`src/rtl/bt_pkg.sv`:
```
// Shared codes for the bus transaction phase tracker.
// Assumes: status and response codes are two bits wide.
package bt_pkg;

    localparam int NUM_PHASES = 6;

    // Completion status reported on the done port.
    typedef enum logic [1:0] {
        ST_OK     = 2'b00,
        ST_DEFER  = 2'b01,
        ST_PARITY = 2'b10,
        ST_REFUSE = 2'b11
    } bt_status_e;

    // Response code given to the response phase.
    typedef enum logic [1:0] {
        RC_NOW    = 2'b00,
        RC_DEFER  = 2'b01,
        RC_REFUSE = 2'b10,
        RC_RSVD   = 2'b11
    } bt_rsp_e;

endpackage

```
`src/rtl/bt_slot.sv`:
```
// One phase register: holds a single transaction record and an occupied flag.
// Assumes: a load on the same edge as a clear means a new occupant replaces
// the departing one.
module bt_slot #(
    parameter int W = 8
) (
    input  logic         clk,
    input  logic         rst_n,
    input  logic         load,
    input  logic         clear,
    input  logic [W-1:0] d,
    output logic [W-1:0] q,
    output logic         occ
);

    // Capture an incoming record or free the slot when its occupant leaves.
    always_ff @(posedge clk) begin
        if (!rst_n) begin
            occ <= 1'b0;
            q   <= '0;
        end else if (load) begin
            occ <= 1'b1;
            q   <= d;
        end else if (clear) begin
            occ <= 1'b0;
        end
    end

endmodule

```
`src/rtl/bt_parity_chk.sv`:
```
// Even-parity check over the command direction bit and the address.
// Assumes: the master sets par so that XOR of {write, addr, par} is zero.
module bt_parity_chk #(
    parameter int ADDR_W = 16
) (
    input  logic              write,
    input  logic [ADDR_W-1:0] addr,
    input  logic              par,
    output logic              bad
);

    // Compare the carried parity with the recomputed one.
    always_comb begin
        bad = ((^{write, addr}) != par);
    end

endmodule

```
`src/rtl/bt_data_engine.sv`:
```
// Data-transfer phase: moves one word per ready clock until the byte count
// is used up, then signals finish.
// Assumes: a zero byte count finishes after one clock with no beat.
module bt_data_engine #(
    parameter int ADDR_W     = 16,
    parameter int CNT_W      = 8,
    parameter int TAG_W      = 4,
    parameter int WORD_BYTES = 4
) (
    input  logic              clk,
    input  logic              rst_n,
    input  logic              load,
    input  logic              ld_write,
    input  logic [ADDR_W-1:0] ld_addr,
    input  logic [CNT_W-1:0]  ld_bytes,
    input  logic [TAG_W-1:0]  ld_tag,
    input  logic              ld_hit,
    input  logic              dat_ready,
    output logic              busy,
    output logic              finish,
    output logic              beat,
    output logic              cur_write,
    output logic [ADDR_W-1:0] cur_addr,
    output logic [TAG_W-1:0]  cur_tag,
    output logic              cur_hit
);

    localparam logic [CNT_W-1:0]  STEP_BYTES = CNT_W'(WORD_BYTES);
    localparam logic [ADDR_W-1:0] STEP_ADDR  = ADDR_W'(WORD_BYTES);

    logic [CNT_W-1:0] rem_q;

    // Decide whether a word moves and whether this is the last clock.
    always_comb begin
        beat   = busy && dat_ready && (rem_q != '0);
        finish = busy && ((rem_q == '0) || (dat_ready && (rem_q <= STEP_BYTES)));
    end

    // Occupancy of the data phase.
    always_ff @(posedge clk) begin
        if (!rst_n) begin
            busy <= 1'b0;
        end else if (load) begin
            busy <= 1'b1;
        end else if (finish) begin
            busy <= 1'b0;
        end
    end

    // Record fields, address stepping and remaining byte count.
    always_ff @(posedge clk) begin
        if (!rst_n) begin
            cur_write <= 1'b0;
            cur_addr  <= '0;
            cur_tag   <= '0;
            cur_hit   <= 1'b0;
            rem_q     <= '0;
        end else if (load) begin
            cur_write <= ld_write;
            cur_addr  <= ld_addr;
            cur_tag   <= ld_tag;
            cur_hit   <= ld_hit;
            rem_q     <= ld_bytes;
        end else if (beat) begin
            cur_addr  <= cur_addr + STEP_ADDR;
            rem_q     <= (rem_q <= STEP_BYTES) ? '0 : (rem_q - STEP_BYTES);
        end
    end

endmodule

```
`src/rtl/bt_phase_tracker.sv`:
```
// Tracks up to six overlapping bus transactions, one per phase:
// arbitration, request, error check, snoop, response, data transfer.
// Each phase advances only into an empty or emptying successor; outcomes
// are reported one per clock on a registered completion port.
// Assumes: snoop and response inputs refer to the current occupant of
// their phase and are held until acknowledged.
module bt_phase_tracker #(
    parameter int ADDR_W     = 16,
    parameter int CNT_W      = 8,
    parameter int TAG_W      = 4,
    parameter int WORD_BYTES = 4
) (
    input  logic              clk,
    input  logic              rst_n,
    input  logic              req_valid,
    output logic              req_ready,
    input  logic              req_write,
    input  logic [ADDR_W-1:0] req_addr,
    input  logic [CNT_W-1:0]  req_bytes,
    input  logic [TAG_W-1:0]  req_tag,
    input  logic              req_par,
    input  logic              arb_grant,
    input  logic              snp_valid,
    input  logic              snp_hit,
    output logic              snp_ack,
    input  logic              rsp_valid,
    input  logic [1:0]        rsp_code,
    output logic              rsp_ack,
    input  logic              dat_ready,
    output logic              dat_beat,
    output logic              dat_write,
    output logic [ADDR_W-1:0] dat_addr,
    output logic [TAG_W-1:0]  dat_tag,
    output logic [5:0]        phase_busy,
    output logic              done_valid,
    output logic [TAG_W-1:0]  done_tag,
    output logic [1:0]        done_status,
    output logic              done_hit
);

    import bt_pkg::*;

    typedef struct packed {
        logic              write;
        logic [ADDR_W-1:0] addr;
        logic [CNT_W-1:0]  bytes;
        logic [TAG_W-1:0]  tag;
        logic              par;
        logic              perr;
        logic              hit;
    } rec_t;

    localparam int REC_W   = $bits(rec_t);
    localparam int N_SLOTS = NUM_PHASES - 1;
    localparam int P_ERR   = 2;
    localparam int P_SNP   = 3;
    localparam int P_RSP   = 4;

    logic [REC_W-1:0] slot_d [N_SLOTS];
    logic [REC_W-1:0] slot_q [N_SLOTS];
    logic [N_SLOTS-1:0] occ;
    logic [N_SLOTS-1:0] load;
    logic [N_SLOTS-1:0] leave;
    logic [N_SLOTS:0]   free_v;
    logic [N_SLOTS-1:0] gate;

    rec_t    rec_in, err_rec, snp_rec, rsp_rec;
    logic    perr_now;
    bt_rsp_e code_e;
    logic    dat_busy, dat_finish, dat_hit;
    logic    to_data, exit_rsp;

    // Assemble the record for a fresh request.
    always_comb begin
        rec_in       = '0;
        rec_in.write = req_write;
        rec_in.addr  = req_addr;
        rec_in.bytes = req_bytes;
        rec_in.tag   = req_tag;
        rec_in.par   = req_par;
    end

    assign err_rec = rec_t'(slot_q[P_ERR]);
    assign snp_rec = rec_t'(slot_q[P_SNP]);
    assign rsp_rec = rec_t'(slot_q[P_RSP]);
    assign code_e  = bt_rsp_e'(rsp_code);

    bt_parity_chk #(
        .ADDR_W (ADDR_W)
    ) u_par (
        .write (err_rec.write),
        .addr  (err_rec.addr),
        .par   (err_rec.par),
        .bad   (perr_now)
    );

    // Per-phase permission to leave, independent of the successor.
    always_comb begin
        gate        = '0;
        gate[0]     = arb_grant;
        gate[1]     = 1'b1;
        gate[P_ERR] = 1'b1;
        gate[P_SNP] = snp_rec.perr || snp_valid;
        gate[P_RSP] = 1'b0;
    end

    // Advance decisions, resolved from the data phase back to arbitration.
    always_comb begin
        to_data  = 1'b0;
        exit_rsp = 1'b0;
        free_v   = '0;
        leave    = '0;
        free_v[N_SLOTS] = !dat_busy || dat_finish;
        if (occ[P_RSP]) begin
            if (rsp_rec.perr) begin
                exit_rsp = !dat_finish;
            end else if (rsp_valid) begin
                if (code_e == RC_NOW) begin
                    to_data = free_v[N_SLOTS];
                end else begin
                    exit_rsp = !dat_finish;
                end
            end
        end
        leave[P_RSP]  = to_data || exit_rsp;
        free_v[P_RSP] = !occ[P_RSP] || leave[P_RSP];
        for (int i = P_RSP - 1; i >= 0; i--) begin
            leave[i]  = occ[i] && gate[i] && free_v[i+1];
            free_v[i] = !occ[i] || leave[i];
        end
    end

    // Next-record contents, adding the error and snoop results on the way.
    always_comb begin
        rec_t r3, r4;
        r3      = err_rec;
        r3.perr = perr_now;
        r4      = snp_rec;
        r4.hit  = snp_rec.perr ? 1'b0 : snp_hit;
        slot_d[0]     = rec_in;
        slot_d[1]     = slot_q[0];
        slot_d[P_ERR] = slot_q[1];
        slot_d[P_SNP] = r3;
        slot_d[P_RSP] = r4;
    end

    assign load[0] = req_valid && free_v[0];
    assign load[N_SLOTS-1:1] = leave[N_SLOTS-2:0];

    genvar g;
    generate
        for (g = 0; g < N_SLOTS; g++) begin : g_slot
            bt_slot #(
                .W (REC_W)
            ) u_slot (
                .clk   (clk),
                .rst_n (rst_n),
                .load  (load[g]),
                .clear (leave[g]),
                .d     (slot_d[g]),
                .q     (slot_q[g]),
                .occ   (occ[g])
            );
        end
    endgenerate

    bt_data_engine #(
        .ADDR_W     (ADDR_W),
        .CNT_W      (CNT_W),
        .TAG_W      (TAG_W),
        .WORD_BYTES (WORD_BYTES)
    ) u_data (
        .clk       (clk),
        .rst_n     (rst_n),
        .load      (to_data),
        .ld_write  (rsp_rec.write),
        .ld_addr   (rsp_rec.addr),
        .ld_bytes  (rsp_rec.bytes),
        .ld_tag    (rsp_rec.tag),
        .ld_hit    (rsp_rec.hit),
        .dat_ready (dat_ready),
        .busy      (dat_busy),
        .finish    (dat_finish),
        .beat      (dat_beat),
        .cur_write (dat_write),
        .cur_addr  (dat_addr),
        .cur_tag   (dat_tag),
        .cur_hit   (dat_hit)
    );

    // Handshake and occupancy outputs.
    always_comb begin
        req_ready  = free_v[0];
        snp_ack    = leave[P_SNP] && !snp_rec.perr;
        rsp_ack    = leave[P_RSP] && !rsp_rec.perr;
        phase_busy = {dat_busy, occ};
    end

    // Completion port: data finish has priority over a response-phase exit.
    always_ff @(posedge clk) begin
        if (!rst_n) begin
            done_valid  <= 1'b0;
            done_tag    <= '0;
            done_status <= ST_OK;
            done_hit    <= 1'b0;
        end else begin
            done_valid <= dat_finish || exit_rsp;
            if (dat_finish) begin
                done_tag    <= dat_tag;
                done_status <= ST_OK;
                done_hit    <= dat_hit;
            end else if (exit_rsp) begin
                done_tag <= rsp_rec.tag;
                done_hit <= rsp_rec.hit;
                if (rsp_rec.perr) begin
                    done_status <= ST_PARITY;
                end else if (code_e == RC_DEFER) begin
                    done_status <= ST_DEFER;
                end else begin
                    done_status <= ST_REFUSE;
                end
            end
        end
    end

endmodule

```
`config.mk`:
```
export PLATFORM = sky130hd
export DESIGN_NAME = bt_phase_tracker
export DESIGN_NICKNAME = d
export VERILOG_FILES = /design/src/rtl/bt_pkg.sv /design/src/rtl/bt_slot.sv /design/src/rtl/bt_parity_chk.sv /design/src/rtl/bt_data_engine.sv /design/src/rtl/bt_phase_tracker.sv
export SDC_FILE = /design/constraint.sdc
export NUM_CORES = 1
export LEC_CHECK = 0
export ABC_AREA = 1
export ABC_CLOCK_PERIOD_IN_PS = 2090
export CORE_ASPECT_RATIO = 0.9
export CORE_MARGIN = 2
export CORE_UTILIZATION = 53
export CTS_BUF_LIST = sky130_fd_sc_hd__clkbuf_4 sky130_fd_sc_hd__clkbuf_8
export DETAILED_ROUTE_END_ITERATION = 12
export PLACE_DENSITY_LB_ADDON = 0.08
export SYNTH_ARGS = -nofsm -noshare
export SYNTH_HDL_FRONTEND = slang
export SYNTH_SLANG_ARGS = --single-unit
```
`constraint.sdc`:
```
create_clock -name clk -period 2.09 [get_ports clk]
set_input_delay 0.418 -clock clk [delete_from_list [all_inputs] [get_ports clk]]
set_output_delay 0.418 -clock clk [all_outputs]
set_load 0.02 [all_outputs]
```
Word-level counts from Yosys, hierarchy flattened
Cells that the tools add are included.
- register bits after elaboration: 197
- bits of input ports: 40
- output and inout port bits: 39
- word-level logic and storage cells: 103
- $add $sub $neg: 2
- $lt $le $gt $ge: 1
- equal/unequal tests: 2
- muxes and demuxes: 32
- bitwise operators: 1
- reduce and logical (&&, ||, !) cells: 45
- operators by type and width (cell ; count):
    2-to-1 mux 16 bit ; 2
    2-to-1 mux 8 bit ; 3
    2-to-1 mux 1 bit ; 23
    parity 17 bit ; 1
    adder 16 x 3 -> 16 bit, second input constant ; 1
    nonzero test 2 bit ; 8
    logical AND 1 bit ; 13
    logical OR 1 bit ; 10
    zero test 1 bit ; 9
    <= comparator 8 x 3 -> 1 bit, second input constant ; 1
    zero test 8 bit ; 1
    2-to-1 mux 4 bit ; 2
    nonzero test 8 bit ; 1
    subtractor 8 x 3 -> 8 bit, second input constant ; 1
    2-to-1 mux 2 bit ; 2
    == test 2 x 1 -> 1 bit, second input constant ; 1
    zero test 2 bit ; 1
    OR reduction 2 bit ; 1
    inequality test 1 bit ; 1
    NOT 1 bit ; 1

Depth between registers and ports, before layout
- depth in word-level cells: 21
- mapped depth: 17
- mapped depth without buffers: 16

Modules after synthesis
Synthesis repeated with hierarchy kept, for this count alone.
- cell total of the unflattened synthesis: 1162
- area, all modules: 8464.4 sq um
- modules (own cells, without submodules) (module ; instances ; cells each ; area an instance (sq um) ; sequential area each (sq um)):
    bt_slot ; 5 ; 143 ; 1156.1 ; 660.6
    bt_data_engine ; 1 ; 295 ; 1846.8 ; 620.6
    bt_phase_tracker ; 1 ; 82 ; 534.3 ; 160.2
    bt_parity_chk ; 1 ; 70 ; 302.8 ; 0.0

Worst setup path before layout
OpenSTA, ideal clock, no wires.
- path type: reg-to-output
- from: reg u_data.rem_q[2]
- to: out rsp_ack
- data arrival time: 1.715 ns
- data required time: 1.672 ns
- setup slack: -0.043 ns
- stages on the path, launching flop included: 11
- buffers on the path: 2
- cells stage by stage: dfxtp_1 inv_1 ha_1 inv_1 nand2_1 nand3_2 nand2_1 nand2_1 clkbuf_1 clkbuf_1 nand2_1
- word-level cells in the longest chain between the ends: 11
- elaborated cells on any way between the ends: 17
- those cells by class: order compare (1); mux (8); reduce/logical (8)
- RTL lines (what ; RTL line ; source):
    start: declaration ; bt_data_engine.sv:31 ; logic [CNT_W-1:0] rem_q;
    start signal: assignment ; bt_data_engine.sv:63 ; rem_q <= ld_bytes;
    start signal: assignment ; bt_data_engine.sv:66 ; rem_q <= (rem_q <= STEP_BYTES) ? '0 : (rem_q - STEP_BYTES);
    <= comparator 8 x 3 -> 1 bit ; bt_data_engine.sv:36 ; finish = busy && ((rem_q == '0) || (dat_ready && (rem_q <= STEP_BYTES)));
    logical AND 1 bit ; bt_data_engine.sv:36 ;
    logical OR 1 bit * ; bt_data_engine.sv:36 ;
    logical AND 1 bit * ; bt_data_engine.sv:36 ;
    logical OR 1 bit or zero test 1 bit (tied branches) ; bt_phase_tracker.sv:113, bt_phase_tracker.sv:116, bt_phase_tracker.sv:121 ;
    2-to-1 mux 1 bit ; bt_phase_tracker.sv:118 ; if (code_e == RC_NOW) begin
    2-to-1 mux 1 bit ; bt_phase_tracker.sv:117 ; end else if (rsp_valid) begin
    2-to-1 mux 1 bit ; bt_phase_tracker.sv:115 ; if (rsp_rec.perr) begin
    2-to-1 mux 1 bit ; bt_phase_tracker.sv:114 ; if (occ[P_RSP]) begin
    logical OR 1 bit * ; bt_phase_tracker.sv:125 ; leave[P_RSP] = to_data || exit_rsp;
    logical AND 1 bit * ; bt_phase_tracker.sv:195 ; rsp_ack = leave[P_RSP] && !rsp_rec.perr;
    end: declaration ; bt_phase_tracker.sv:28 ; output logic rsp_ack,
Every way passes the cells marked *; elsewhere a longest branch is shown, timed or not.

Final worst setup path
- from: reg u_data.rem_q[2]
- to: out req_ready
- word-level cells in the longest chain between the ends: 19
- elaborated cells on any way between the ends: 25
- those cells by class: order compare (1); mux (8); reduce/logical (16)
- RTL lines (what ; RTL line ; source):
    <= comparator 8 x 3 -> 1 bit ; bt_data_engine.sv:36 ;
    logical AND 1 bit ; bt_data_engine.sv:36 ;
    logical OR 1 bit * ; bt_data_engine.sv:36 ;
    logical AND 1 bit * ; bt_data_engine.sv:36 ;
    logical OR 1 bit or zero test 1 bit (tied branches) ; bt_phase_tracker.sv:113, bt_phase_tracker.sv:116, bt_phase_tracker.sv:121 ;
    2-to-1 mux 1 bit ; bt_phase_tracker.sv:118 ;
    2-to-1 mux 1 bit ; bt_phase_tracker.sv:117 ;
    2-to-1 mux 1 bit ; bt_phase_tracker.sv:115 ;
    [3 not listed] ; - ;
    logical AND 1 bit * ; bt_phase_tracker.sv:128 ; leave[i] = occ[i] && gate[i] && free_v[i+1];
    logical OR 1 bit * ; bt_phase_tracker.sv:129 ; free_v[i] = !occ[i] || leave[i];
    logical AND 1 bit * ; bt_phase_tracker.sv:128 ;
    logical OR 1 bit * ; bt_phase_tracker.sv:129 ;
    logical AND 1 bit * ; bt_phase_tracker.sv:128 ;
    logical OR 1 bit * ; bt_phase_tracker.sv:129 ;
    logical AND 1 bit * ; bt_phase_tracker.sv:128 ;
    logical OR 1 bit * ; bt_phase_tracker.sv:129 ;
    end: declaration ; bt_phase_tracker.sv:16 ; output logic req_ready,
Marked as above.

==> results.py <==
metrics = {
    "critical_path": {
        "cp_common_cell": "nand2_2",
        "slowest_delay_ns": 0.35,
        "cp_max_fo": 3,
        "critical_path_class": "reg -> out",
        "setup.worst_path.end_class": "primary output",
        "worst-r2r-setup-slack_ns": -0.17,
        "cp_slowest_cell": "dfxtp_2",
        "arrival_ns": 2.02,
        "crit_buf_inv": 2,
        "crit_path_cell_trace": "buf_6 > ha_4 > nand2_2 > nand2_2 > nand3_2 > nand2_2 > a21oi_2 > nand2_2 > nand2_4 > nand4_4 > nand2_4 > nand2_4 > buf_6",
        "crit_path_start_kind": "register",
        "cpLargestDelayFamily": "simple AND/OR/NAND/NOR gates",
        "required_ns": 1.67,
    },
    "pwr": {
        "switchingPower_w": 0.00168,
        "clkPwrFrac_pct": 34.1,
        "seq_power_share_pct": 56.3,
        "p_sw_share_pct": 24.0,
        "power_density_nw_per_um2": 711,
        "comb_power_share_pct": 9.6,
        "leakagePower_nw": 4.13,
        "peakVddDrop_v": 0.000468,
        "internal_power_w": 0.00531,
    },
    "sta": {
        "skew_ns": 0.0111,
        "rsz0062_at_grt": "true",
        "worst_slew_pin_slew_ns": 0.561,
        "finalHoldViolations": 0,
        "fin_ws_ns": -0.347,
        "finalMaxSlewViolations": 0,
        "hold_ws_ns": 0.262,
        "fin_crit_ns": 2.44,
        "max_freq_mhz": 410,
        "max_slew_margin_pct": 62.6,
        "setup_viol": 135,
        "min_period_over_period_pct": 117,
    },
    "status": {
        "status": "finished with violations",
        "failed_checks": "negative setup slack",
    },
    "route": {
        "ant_nets": 0,
        "drc": 0,
        "wire_per_inst_um": 11.9,
        "vias_per_cell": 4.83,
        "vias": 6649,
        "drt_wl_total_um": 16300,
        "drtIter0Drc": 383,
        "dr.pass1.iters": 5,
    },
    "clock_tree": {
        "root_buffer": "clkbuf_8",
        "cts_hold_buf": 0,
        "cts_inserted_buffers": 17,
        "tritoncts": "built",
        "htreeDepth": 4,
        "clock_sinks": 195,
        "clockBufferDepth": 2,
        "worstSkewPairLatency_ns": 0.46,
        "clk_pin_slew_worst_paths_ns": 0.09,
    },
    "floorplanning": {
        "fp.dieH_um": 120,
        "io_pins": 79,
        "fp-row-count": 42,
        "die_width_um": 133,
        "core_um2": 14600,
        "die_area_um2": 15900,
        "initial_core_util_pct": 54.0,
    },
    "yosys": {
        "avgSynthCellArea_um2": 7.40,
        "synth_most_common_cell": "nor2_1",
        "ys_seq_area_share_pct": 49.5,
        "ys_types": 32,
        "synth_warnings": 0,
        "netlist_top_cells_area": "dfxtp_1 49%, nor2_1 14%, o21ai_0 8.8%",
        "netlist_area_um2": 7890,
        "synth_commonest_cells": "287 x nor2_1, 195 x dfxtp_1, 139 x o21ai_0, 114 x nand2_1, 81 x inv_1",
        "synth_top_area_cell": "dfxtp_1",
        "synthCells": 1067,
        "async_flop_share_pct": 0,
        "synth_fp_nets": 1111,
        "ys_ff_latch": 195,
        "synthFlopType": "dfxtp_1",
        "synth_edf_count": 0,
        "synth_top_area_share_pct": 49.5,
    },
    "placement": {
        "preCtsSetupSlack_ns": -0.605,
        "place_inst": 1329,
        "io_buffers": 78,
        "dpl_cell_area_um2": 9020,
        "dp_hpwl_um": 10700,
        "gp_congestion": 0.810,
    },
    "layout": {
        "design_area_um2": 9830,
        "stdcell_count": 1376,
        "fin_util_pct": 67.3,
        "fin_nets": 1209,
        "antenna_cells": 0,
        "drive_above_1_share_pct": 13.6,
        "area_growth_pct": 24.5,
    },
    "global_route": {
        "gr-total-overflow": 0,
        "use_met3_pct": 4.14,
        "globalRouteMet2Util_pct": 34.9,
        "antenna_found_initial": 0,
        "gr-usage-met1_pct": 28.5,
        "grt_max_degree": 124,
        "grt_pass1_vias": 6016,
        "grt_pass1_wl_um": 28000,
        "grt_usage_pct": 21.4,
        "grt-busiest-layer": "met2",
    },
    "run": {
        "cap_viol_max_count": 0,
    },
    "worst_hold_path": {
        "hold_path_class": "in -> reg",
    },
}
## path summary, 6_finish.rpt
| kind | start | endpoint | cells after the start |
|---|---|---|---|
| setup / recovery | u_data.rem_q[2] | req_ready | 13 |
| setup reg to reg | u_data.rem_q[2] | g_slot[2].u_slot.q[31] | 17 |
| hold reg to reg | g_slot[4].u_slot.q[17] | g_slot[4].u_slot.q[17] | 2 |
| hold / removal | rst_n | g_slot[0].u_slot.q[10] | 3 |
## worst min-delay path, stage by stage
cell     delay, ns
buf_4         0.16
nand2_1       0.07
nor2_1        0.03
## kinds of logic after synthesis
family                   count (synthesis)  share of synthesized area [%]
buffers and inverters                  153                           8.54
AO/OA/AOI/OAI                          222                           14.4
adder cells (fa/ha/maj)                  4                          0.634
XOR/XNOR                                25                           2.77
flip-flops                             195                           49.5
AND/OR/NAND/NOR                        468                           24.2
## placed cells by master, fill, tap and decap left out, drive strengths merged, types with 4 or more instances in the layout
cell type	instances
ha	4
clkinv	6
xor2	13
o211ai	4
clkdlybuf4s50	71
buf	71
bufbuf	4
xnor2	12
a21oi	63
nand3	48
nor2	289
a31oi	4
inv	85
nor3	4
dfxtp	195
nand2	122
o21ai	148
clkbuf	22
## flip-flops by register name, indices dropped and copies added (netlist names)
signal and cells:
u_data.rem_q 8, u_data.busy 1, u_data.cur_write 1, done_valid 1, u_data.cur_hit 1, g_slot.u_slot.occ 5
g_slot.u_slot.q 151, done_hit 1, done_status 2, u_data.cur_tag 4, done_tag 4, u_data.cur_addr 16
## routing by layer
layer,wire [um],vias up,part of all wire (%)
met4,252,0,1.5
met5,0,-,0
met2,7430,131,46
met3,683,26,4.2
met1,7950,2917,49
li1,-,3575,-
## power by group through the flow
stage / registers, W / logic [W] / clock network [W]
detailed placement: 0.00402 / 0.000618 / 0
floorplan: 0.00400 / 0.000451 / 0
finish: 0.00393 / 0.000674 / 0.00238
CTS: 0.00393 / 0.000671 / 0.00243
global placement: 0.00401 / 0.000609 / 0
global route: 0.00395 / 0.000770 / 0.00260
## metrics by stage
step           power, W  TNS (ns)
3_3_place_gp    0.00462    -61.02
6_report        0.00699    -14.36
4_1_cts         0.00703    -19.13
2_1_floorplan   0.00445         0
3_5_place_dp    0.00463    -64.13
5_1_grt         0.00732    -32.88
## final cells by class
type / instances / area (um2)
sequential: 195 / 3910
tap: 198 / 248
timing repair buffer: 147 / 1510
clock inverter: 10 / 109
clock buffer: 22 / 278
inverter: 85 / 337
multi-input combinational: 719 / 3440
fill: 1365 / 4780
## repair_timing
action,CTS,global route
gates resized for setup,56,40
gates cloned,5,0
endpoints found under the setup margin,160,167
setup buffers,8,2
pin swaps,9,10
endpoints found under the hold margin,0,0
(Power assumes the default switching activity.)
